### src/rtl/ee3w_pkg.sv
package ee3w_pkg;

  typedef enum logic [1:0] {
    OP_READ  = 2'd0,
    OP_ERASE = 2'd1,
    OP_WRITE = 2'd2,
    OP_ERWR  = 2'd3
  } ee_op_e;

  typedef enum logic [3:0] {
    S_IDLE,
    S_SH_LO,
    S_SH_HI,
    S_SH_HOLD,
    S_SEL,
    S_ENA,
    S_PULSE,
    S_PROG,
    S_GAP,
    S_RD_DLY,
    S_RD_LO,
    S_RD_HI,
    S_DIS,
    S_REC
  } ee_st_e;

  function automatic int unsigned imax(int unsigned a, int unsigned b);
    return (a > b) ? a : b;
  endfunction

endpackage

### src/rtl/ee3w_timer.sv
module ee3w_timer #(
  parameter int unsigned W = 8
) (
  input  logic         clk,
  input  logic         rst,
  input  logic         load,
  input  logic [W-1:0] val,
  output logic         done
);
  logic [W-1:0] cnt;

  always_ff @(posedge clk) begin
    if (rst)             cnt <= '0;
    else if (load)       cnt <= val;
    else if (cnt != '0)  cnt <= cnt - 1'b1;
  end

  assign done = (cnt == '0);
endmodule

### src/rtl/ee3w_txshift.sv
module ee3w_txshift #(
  parameter int unsigned W = 16
) (
  input  logic         clk,
  input  logic         rst,
  input  logic         load,
  input  logic         shift,
  input  logic [W-1:0] din,
  output logic         nxt
);
  logic [W-1:0] sr;

  always_ff @(posedge clk) begin
    if (rst)        sr <= '0;
    else if (load)  sr <= din;
    else if (shift) sr <= {1'b0, sr[W-1:1]};
  end

  // bit that goes onto the line after the next shift
  assign nxt = sr[1];
endmodule

### src/rtl/ee3w_rxshift.sv
module ee3w_rxshift #(
  parameter int unsigned W = 8
) (
  input  logic         clk,
  input  logic         rst,
  input  logic         clr,
  input  logic         sample,
  input  logic         din,
  output logic [W-1:0] q
);
  always_ff @(posedge clk) begin
    if (rst || clr)  q <= '0;
    else if (sample) q <= {din, q[W-1:1]};
  end
endmodule

### src/rtl/ee3w_host.sv
module ee3w_host
  import ee3w_pkg::*;
#(
  parameter int unsigned AW       = 7,
  parameter int unsigned DW       = 8,
  parameter int unsigned T_HI     = 750,
  parameter int unsigned T_LO     = 1500,
  parameter int unsigned T_HD     = 750,
  parameter int unsigned T_CE_CLK = 1500,
  parameter int unsigned T_CE_D   = 750,
  parameter int unsigned T_PROG   = 3000000,
  parameter int unsigned T_REC    = 1500
) (
  input  logic          clk,
  input  logic          rst,
  input  logic          cmd_valid,
  output logic          cmd_ready,
  input  logic [1:0]    cmd_op,
  input  logic [AW-1:0] cmd_addr,
  input  logic [DW-1:0] cmd_wdata,
  output logic          rsp_valid,
  output logic [DW-1:0] rsp_rdata,
  output logic          mem_ce,
  output logic          mem_clk,
  output logic          mem_d_out,
  output logic          mem_d_oe,
  input  logic          mem_d_in
);
  localparam int unsigned FW    = DW + AW + 1;
  localparam int unsigned SW    = AW + 1;
  localparam int unsigned NB_W  = $clog2(FW);
  localparam int unsigned RC_W  = $clog2(DW);
  localparam int unsigned T_SEL = imax(T_CE_D, T_CE_CLK);
  localparam int unsigned T_ENA = imax(T_CE_CLK, T_LO);
  localparam int unsigned TMAX  = imax(imax(imax(T_HI, T_LO), imax(T_PROG, T_REC)),
                                       imax(imax(T_SEL, T_ENA), T_HD));
  localparam int unsigned TW    = $clog2(TMAX + 1);

  localparam logic [TW-1:0] V_HI   = TW'(T_HI - 1);
  localparam logic [TW-1:0] V_LO   = TW'(T_LO - 1);
  localparam logic [TW-1:0] V_LO2  = TW'(T_LO - T_HD - 1);
  localparam logic [TW-1:0] V_HD   = TW'(T_HD - 1);
  localparam logic [TW-1:0] V_SEL  = TW'(T_SEL - 1);
  localparam logic [TW-1:0] V_ENA  = TW'(T_ENA - 1);
  localparam logic [TW-1:0] V_CC   = TW'(T_CE_CLK - 1);
  localparam logic [TW-1:0] V_CD   = TW'(T_CE_D - 1);
  localparam logic [TW-1:0] V_PROG = TW'(T_PROG - 1);
  localparam logic [TW-1:0] V_REC  = TW'(T_REC - 1);

  ee_st_e            st, st_n;
  ee_op_e            op_q, op_in;
  logic              sec_q, sec_set;
  logic [NB_W-1:0]   bits_left;
  logic [RC_W-1:0]   rd_cnt;
  logic              cnt_inc, acc, shift, samp;
  logic              tmr_load, tmr_done;
  logic [TW-1:0]     tmr_val;
  logic              tx_nxt;
  logic [DW-1:0]     rx_q;
  logic [FW-1:0]     frame;
  logic              ce_n, ck_n, d_n, oe_n, rdy_n, rv_n;
  logic              sel_lvl, is_rd;

  assign op_in   = ee_op_e'(cmd_op);
  assign is_rd   = (op_q == OP_READ);
  assign sel_lvl = (op_q == OP_ERASE) || ((op_q == OP_ERWR) && !sec_q);

  // frame image, bit 0 goes out first
  always_comb begin
    frame = '0;
    unique case (op_in)
      OP_READ:  frame[SW-1:0] = {1'b0, cmd_addr};
      OP_ERASE: frame[SW-1:0] = {1'b1, cmd_addr};
      default:  frame         = {1'b1, cmd_addr, cmd_wdata};
    endcase
  end

  ee3w_timer #(.W(TW)) u_timer (
    .clk(clk), .rst(rst), .load(tmr_load), .val(tmr_val), .done(tmr_done)
  );

  ee3w_txshift #(.W(FW)) u_tx (
    .clk(clk), .rst(rst), .load(acc), .shift(shift), .din(frame), .nxt(tx_nxt)
  );

  ee3w_rxshift #(.W(DW)) u_rx (
    .clk(clk), .rst(rst), .clr(acc), .sample(samp), .din(mem_d_in), .q(rx_q)
  );

  always_comb begin
    st_n     = st;
    tmr_load = 1'b0;
    tmr_val  = '0;
    ce_n     = mem_ce;
    ck_n     = mem_clk;
    d_n      = mem_d_out;
    oe_n     = mem_d_oe;
    rdy_n    = cmd_ready;
    rv_n     = 1'b0;
    acc      = 1'b0;
    shift    = 1'b0;
    samp     = 1'b0;
    sec_set  = 1'b0;
    cnt_inc  = 1'b0;
    unique case (st)
      S_IDLE: if (cmd_valid && cmd_ready) begin
        acc = 1'b1; d_n = frame[0]; oe_n = 1'b1; rdy_n = 1'b0;
        tmr_load = 1'b1; tmr_val = V_LO; st_n = S_SH_LO;
      end
      S_SH_LO: if (tmr_done) begin
        ck_n = 1'b1; tmr_load = 1'b1; tmr_val = V_HI; st_n = S_SH_HI;
      end
      S_SH_HI: if (tmr_done) begin
        ck_n = 1'b0; tmr_load = 1'b1; tmr_val = V_HD; st_n = S_SH_HOLD;
      end
      S_SH_HOLD: if (tmr_done) begin
        tmr_load = 1'b1;
        if (bits_left != '0) begin
          shift = 1'b1; d_n = tx_nxt; tmr_val = V_LO2; st_n = S_SH_LO;
        end else begin
          d_n = sel_lvl; tmr_val = V_SEL; st_n = S_SEL;
        end
      end
      S_SEL: if (tmr_done) begin
        ce_n = 1'b0; tmr_load = 1'b1; tmr_val = V_ENA; st_n = S_ENA;
      end
      S_ENA: if (tmr_done) begin
        ck_n = 1'b1;
        if (is_rd) oe_n = 1'b0;
        tmr_load = 1'b1; tmr_val = V_HI; st_n = S_PULSE;
      end
      S_PULSE: if (tmr_done) begin
        ck_n = 1'b0; tmr_load = 1'b1;
        if (is_rd) begin tmr_val = V_HD;   st_n = S_RD_DLY; end
        else       begin tmr_val = V_PROG; st_n = S_PROG;   end
      end
      S_PROG: if (tmr_done) begin
        ce_n = 1'b1; tmr_load = 1'b1;
        if ((op_q == OP_ERWR) && !sec_q) begin
          sec_set = 1'b1; tmr_val = V_CD; st_n = S_GAP;
        end else begin
          tmr_val = V_REC; st_n = S_REC;
        end
      end
      S_GAP: if (tmr_done) begin
        d_n = 1'b0; tmr_load = 1'b1; tmr_val = V_SEL; st_n = S_SEL;
      end
      S_RD_DLY: if (tmr_done) begin
        samp = 1'b1; tmr_load = 1'b1; tmr_val = V_LO2; st_n = S_RD_LO;
      end
      S_RD_LO: if (tmr_done) begin
        ck_n = 1'b1; tmr_load = 1'b1; tmr_val = V_HI; st_n = S_RD_HI;
      end
      S_RD_HI: if (tmr_done) begin
        ck_n = 1'b0; cnt_inc = 1'b1; tmr_load = 1'b1;
        if (rd_cnt == RC_W'(DW - 1)) begin tmr_val = V_CC; st_n = S_DIS;    end
        else                         begin tmr_val = V_HD; st_n = S_RD_DLY; end
      end
      S_DIS: if (tmr_done) begin
        ce_n = 1'b1; tmr_load = 1'b1; tmr_val = V_REC; st_n = S_REC;
      end
      S_REC: if (tmr_done) begin
        oe_n = 1'b0; rdy_n = 1'b1; rv_n = 1'b1; st_n = S_IDLE;
      end
      default: st_n = S_IDLE;
    endcase
  end

  always_ff @(posedge clk) begin
    if (rst) begin
      st        <= S_IDLE;
      op_q      <= OP_READ;
      sec_q     <= 1'b0;
      bits_left <= '0;
      rd_cnt    <= '0;
      mem_ce    <= 1'b1;
      mem_clk   <= 1'b0;
      mem_d_out <= 1'b0;
      mem_d_oe  <= 1'b0;
      cmd_ready <= 1'b1;
      rsp_valid <= 1'b0;
      rsp_rdata <= '0;
    end else begin
      st        <= st_n;
      mem_ce    <= ce_n;
      mem_clk   <= ck_n;
      mem_d_out <= d_n;
      mem_d_oe  <= oe_n;
      cmd_ready <= rdy_n;
      rsp_valid <= rv_n;
      if (acc) begin
        op_q      <= op_in;
        sec_q     <= 1'b0;
        rd_cnt    <= '0;
        bits_left <= ((op_in == OP_READ) || (op_in == OP_ERASE)) ? NB_W'(SW - 1) : NB_W'(FW - 1);
      end else begin
        if (shift)   bits_left <= bits_left - 1'b1;
        if (sec_set) sec_q     <= 1'b1;
        if (cnt_inc) rd_cnt    <= rd_cnt + 1'b1;
      end
      if (rv_n) rsp_rdata <= is_rd ? rx_q : '0;
    end
  end
endmodule

### config.mk
export PLATFORM = sky130hd
export DESIGN_NAME = ee3w_host
export DESIGN_NICKNAME = d
export VERILOG_FILES = /design/src/rtl/ee3w_pkg.sv /design/src/rtl/ee3w_timer.sv /design/src/rtl/ee3w_txshift.sv /design/src/rtl/ee3w_rxshift.sv /design/src/rtl/ee3w_host.sv
export SDC_FILE = /design/constraint.sdc
export NUM_CORES = 1
export LEC_CHECK = 0
export BUFFER_PORTS_ARGS = -buffer_cell sky130_fd_sc_hd__buf_2
export CAP_MARGIN = 20
export CORE_ASPECT_RATIO = 1.25
export CORE_UTILIZATION = 40
export DETAILED_ROUTE_END_ITERATION = 10
export PLACE_DENSITY_LB_ADDON = 0.15
export SLEW_MARGIN = 25
export SYNTH_ARGS = -nofsm -noshare
export SYNTH_HDL_FRONTEND = slang
export SYNTH_SLANG_ARGS = --single-unit
### constraint.sdc
create_clock -name clk -period 2.26 [get_ports clk]
set_input_delay 0.452 -clock clk [delete_from_list [all_inputs] [get_ports clk]]
set_output_delay 0.452 -clock clk [all_outputs]
set_load 0.01 [all_outputs]
==> results.py <==
metrics = {
    "layout": {
        "n_fill_cell": 898,
        "layout-drive-gt1-share_pct": 24.58,
        "fin_util_pct": 51.70,
        "area_growth_pct": 25.68,
        "multi_input_area_um2": 2400,
        "register_area_um2": 1461,
        "nets": 561,
        "diodes": 0,
    },
    "synthesis": {
        "syn-num-nets": 500,
        "synth-seq-cells": 73,
        "synth_common_cells": "73 x dfxtp_1, 45 x nand2_1, 40 x nor2_1",
        "synth_edf_count": 0,
        "synthFlopType": "dfxtp_1",
        "avgSynthCellArea_um2": 8.279,
        "synth_cell_types": 67,
        "synth_seq_area_share_pct": 37.16,
        "ys_async_sr_fraction_pct": 0,
        "yosysMostFrequentCell": "dfxtp_1",
        "synth.area.top_cells": "dfxtp_1 37%, a21oi_1 4.5%, nand2_1 4.3%, nor2_1 3.8%, o21ai_0 3.4%",
        "synth_cells": 475,
        "yosys_warnings": 0,
        "synth_top_area_share_pct": 37.16,
        "synth_area_um2": 3933,
        "yosysTopAreaCell": "dfxtp_1",
    },
    "sta": {
        "max_slew_margin_pct": 38.72,
        "slew_viol_final": 0,
        "max_freq_mhz": 457.2,
        "setup-violations-final": 0,
        "finalHoldViolations": 0,
        "setup_slack_ps": 72.54,
        "finClkSkew_ps": 6.095,
        "finalCritPeriodShare_pct": 96.79,
        "min_period_ps": 2187,
        "rsz0062_at_grt": "yes",
        "worst_pin_slew_ps": 912.1,
    },
    "drt": {
        "vias": 3784,
        "drtIter0Drc": 204,
        "wl_per_cell_um": 15.70,
        "drtPass1Iterations": 4,
        "drt-total-wl_mm": 10.47,
        "drcViolationCount": 0,
        "viasPerCell": 5.673,
        "detail-route-antenna-nets": 0,
    },
    "setup_path": {
        "cp-start-kind": "flip-flop",
        "end_kind": "flip-flop",
        "worstSetupPathType": "flip-flop to flip-flop",
        "r2r-end": "u_tx.sr[1]$_SDFFE_PP0P_",
        "r2r_slack_ps": 70,
        "rr_worst_depth": 6,
        "crit-reg2reg-launch": "u_timer.cnt[11]$_SDFFE_PP0P_",
        "arrival_ps": 2470,
        "cp.required_ps": 2540,
        "path_max_fanout": 16,
    },
    "power": {
        "ir_drop_uv": 525.4,
        "powerDensity_nw_per_um2": 1121,
        "switching_share_pct": 38.90,
        "p_leak_nw": 1.876,
        "p_sw_mw": 2.154,
        "intPower_mw": 3.384,
        "p_comb_share_pct": 42.7,
        "seq_power_share_pct": 30.7,
        "clockPowerShare_pct": 26.5,
        "fin_total_pwr_mw": 5.538,
    },
    "flow_run": {
        "maxCapViolCount": 0,
    },
    "floorplanning": {
        "die_y_um": 112.9,
        "die_area_um2": 10230,
        "core_area_um2": 9559,
        "io-pin-count": 35,
        "rows": 40,
        "fp.dieW_um": 90.69,
        "initial_core_util_pct": 41.14,
    },
    "cts": {
        "clock-root-buffer": "clkbuf_16",
        "ctsHoldBuffers": 0,
        "path_clk_slew_ps": 60,
        "htreeDepth": 3,
        "cts_sinks": 73,
        "clkLatencyLatePin_ps": 340,
        "tritoncts.num_buffers": 9,
        "cts_buffer_depth": 2,
        "cts_tree": "done",
    },
    "hold_path": {
        "holdPathEnd": "u_rx.q[7]$_SDFFE_PP0P_",
        "hp-start": "mem_d_in",
        "holdPathStages": 3,
        "hp-class": "primary input to flip-flop",
    },
    "global_routing": {
        "grt_max_degree": 45,
        "grt_pass1_wl_mm": 17.21,
        "grt_usage_pct": 21.24,
        "grt_overflow": 0,
        "grt_pass1_vias": 3616,
        "antenna_found_initial": 0,
    },
    "placed_design": {
        "portBuffers": 34,
        "dp_hpwl_mm": 7.448,
        "place_congestion": 0.8333,
        "dp_slack_ps": -94.21,
    },
    "status": {
        "status": "completed",
    },
}
-- placed cells by master, fill, tap and decap left out, types with 9 or more instances in the layout --
cell        n
dfxtp_1    73
buf_4      46
inv_1      10
nor2_1     39
a21oi_1    35
nor3_1     15
nand3_1    22
nor2b_1    10
a311oi_1   12
clkbuf_16   9
o21ai_0    27
buf_2      34
mux2i_1    12
nand2_1    45
-- per-layer routing --
layer  wire, um  track usage (%)  vias up
met5          0                0        -
met4        254            9.570        0
met3        378            4.906       23
met2       5305            37.58       89
met1       4530            24.23     1762
li1           -                -     1910
-- logic make-up (layout without fill, tap and decap cells) --
logic type,count (synthesis),after routing,share of synthesized area (%)
AO/OA/AOI/OAI,139,139,24.09
XOR/XNOR,12,12,2.673
adder cells (fa/ha/maj),4,4,1.273
buffers and inverters,45,111,4.549
flip-flops,73,73,37.16
multiplexers,13,13,3.341
AND/OR/NAND/NOR,189,189,26.92
-- state kept, by name (all words and copies together) (netlist names) --
signal	count
u_rx.q	8
rsp_valid	1
cmd_ready	1
u_timer.cnt	22
mem_d_out	1
mem_clk	1
rd_cnt	3
rsp_rdata	8
sec_q	1
bits_left	4
u_tx.sr	15
mem_ce	1
st	4
mem_d_oe	1
op_q	2
-- power groups by stage --
| stage | clock network (mW) | logic [mW] | registers (mW) |
|---|---|---|---|
| after floorplan | 0 | 1.43 | 1.69 |
| after global placement | 0 | 2.20 | 1.72 |
| after detailed placement | 0 | 2.22 | 1.72 |
| after CTS | 1.50 | 2.27 | 1.70 |
| after global routing | 1.55 | 2.57 | 1.74 |
| final | 1.47 | 2.37 | 1.70 |
-- worst max-delay path: stages (launching register included) --
cell and delay [ps]:
dfxtp_1 330, nor4_4 400, nand4_4 150, or4_4 530, buf_12 180, a2111oi_1 400, a41o_1 130
-- worst max path at each step --
stage                                      start                      end  slack, ps  cells after the start
floorplan            u_timer.cnt[0]$_SDFFE_PP0P_  u_tx.sr[7]$_SDFFE_PP0P_         40                      9
global placement     u_timer.cnt[4]$_SDFFE_PP0P_       st[3]$_SDFFE_PP0P_        0.4                      5
detailed placement   u_timer.cnt[0]$_SDFFE_PP0P_  u_tx.sr[5]$_SDFFE_PP0P_        -90                      8
CTS                  u_timer.cnt[4]$_SDFFE_PP0P_       st[3]$_SDFFE_PP0P_          4                      5
global route         u_timer.cnt[0]$_SDFFE_PP0P_       st[2]$_SDFFE_PP0P_        -10                      7
finish              u_timer.cnt[11]$_SDFFE_PP0P_  u_tx.sr[1]$_SDFFE_PP0P_         70                      6
-- metrics by stage --
stage,area [um2],TNS (ps),cells,hold WS (ps)
2_1_floorplan,3941,0,475,443.2
3_3_place_gp,4531,0,649,443.7
3_5_place_dp,4531,-343.5,649,447.3
4_1_cts,4873,0,665,362.5
5_1_grt,4942,-10.06,667,388.0
6_report,4942,0,667,366.4
-- final cells by class --
type                    count  share of cell area (%)
flip-flops and latches     73                   29.57
well taps                 126                   3.190
clock buffers               9                   4.557
clock inverters             7                   1.570
repair buffers             83                   11.65
inverters                  12                  0.9114
multi-input cells         357                   48.56
-- timing repair --
| item | 4_1_cts | 5_1_grt |
|---|---|---|
| resized for setup | 13 | 9 |
| endpoints found under the hold margin | 0 | 0 |
| pin swaps | 0 | 2 |
| endpoints found under the setup margin | 11 | 28 |
| setup buffers | 0 | 2 |
Note: power is estimated with default switching activity, not from simulation.
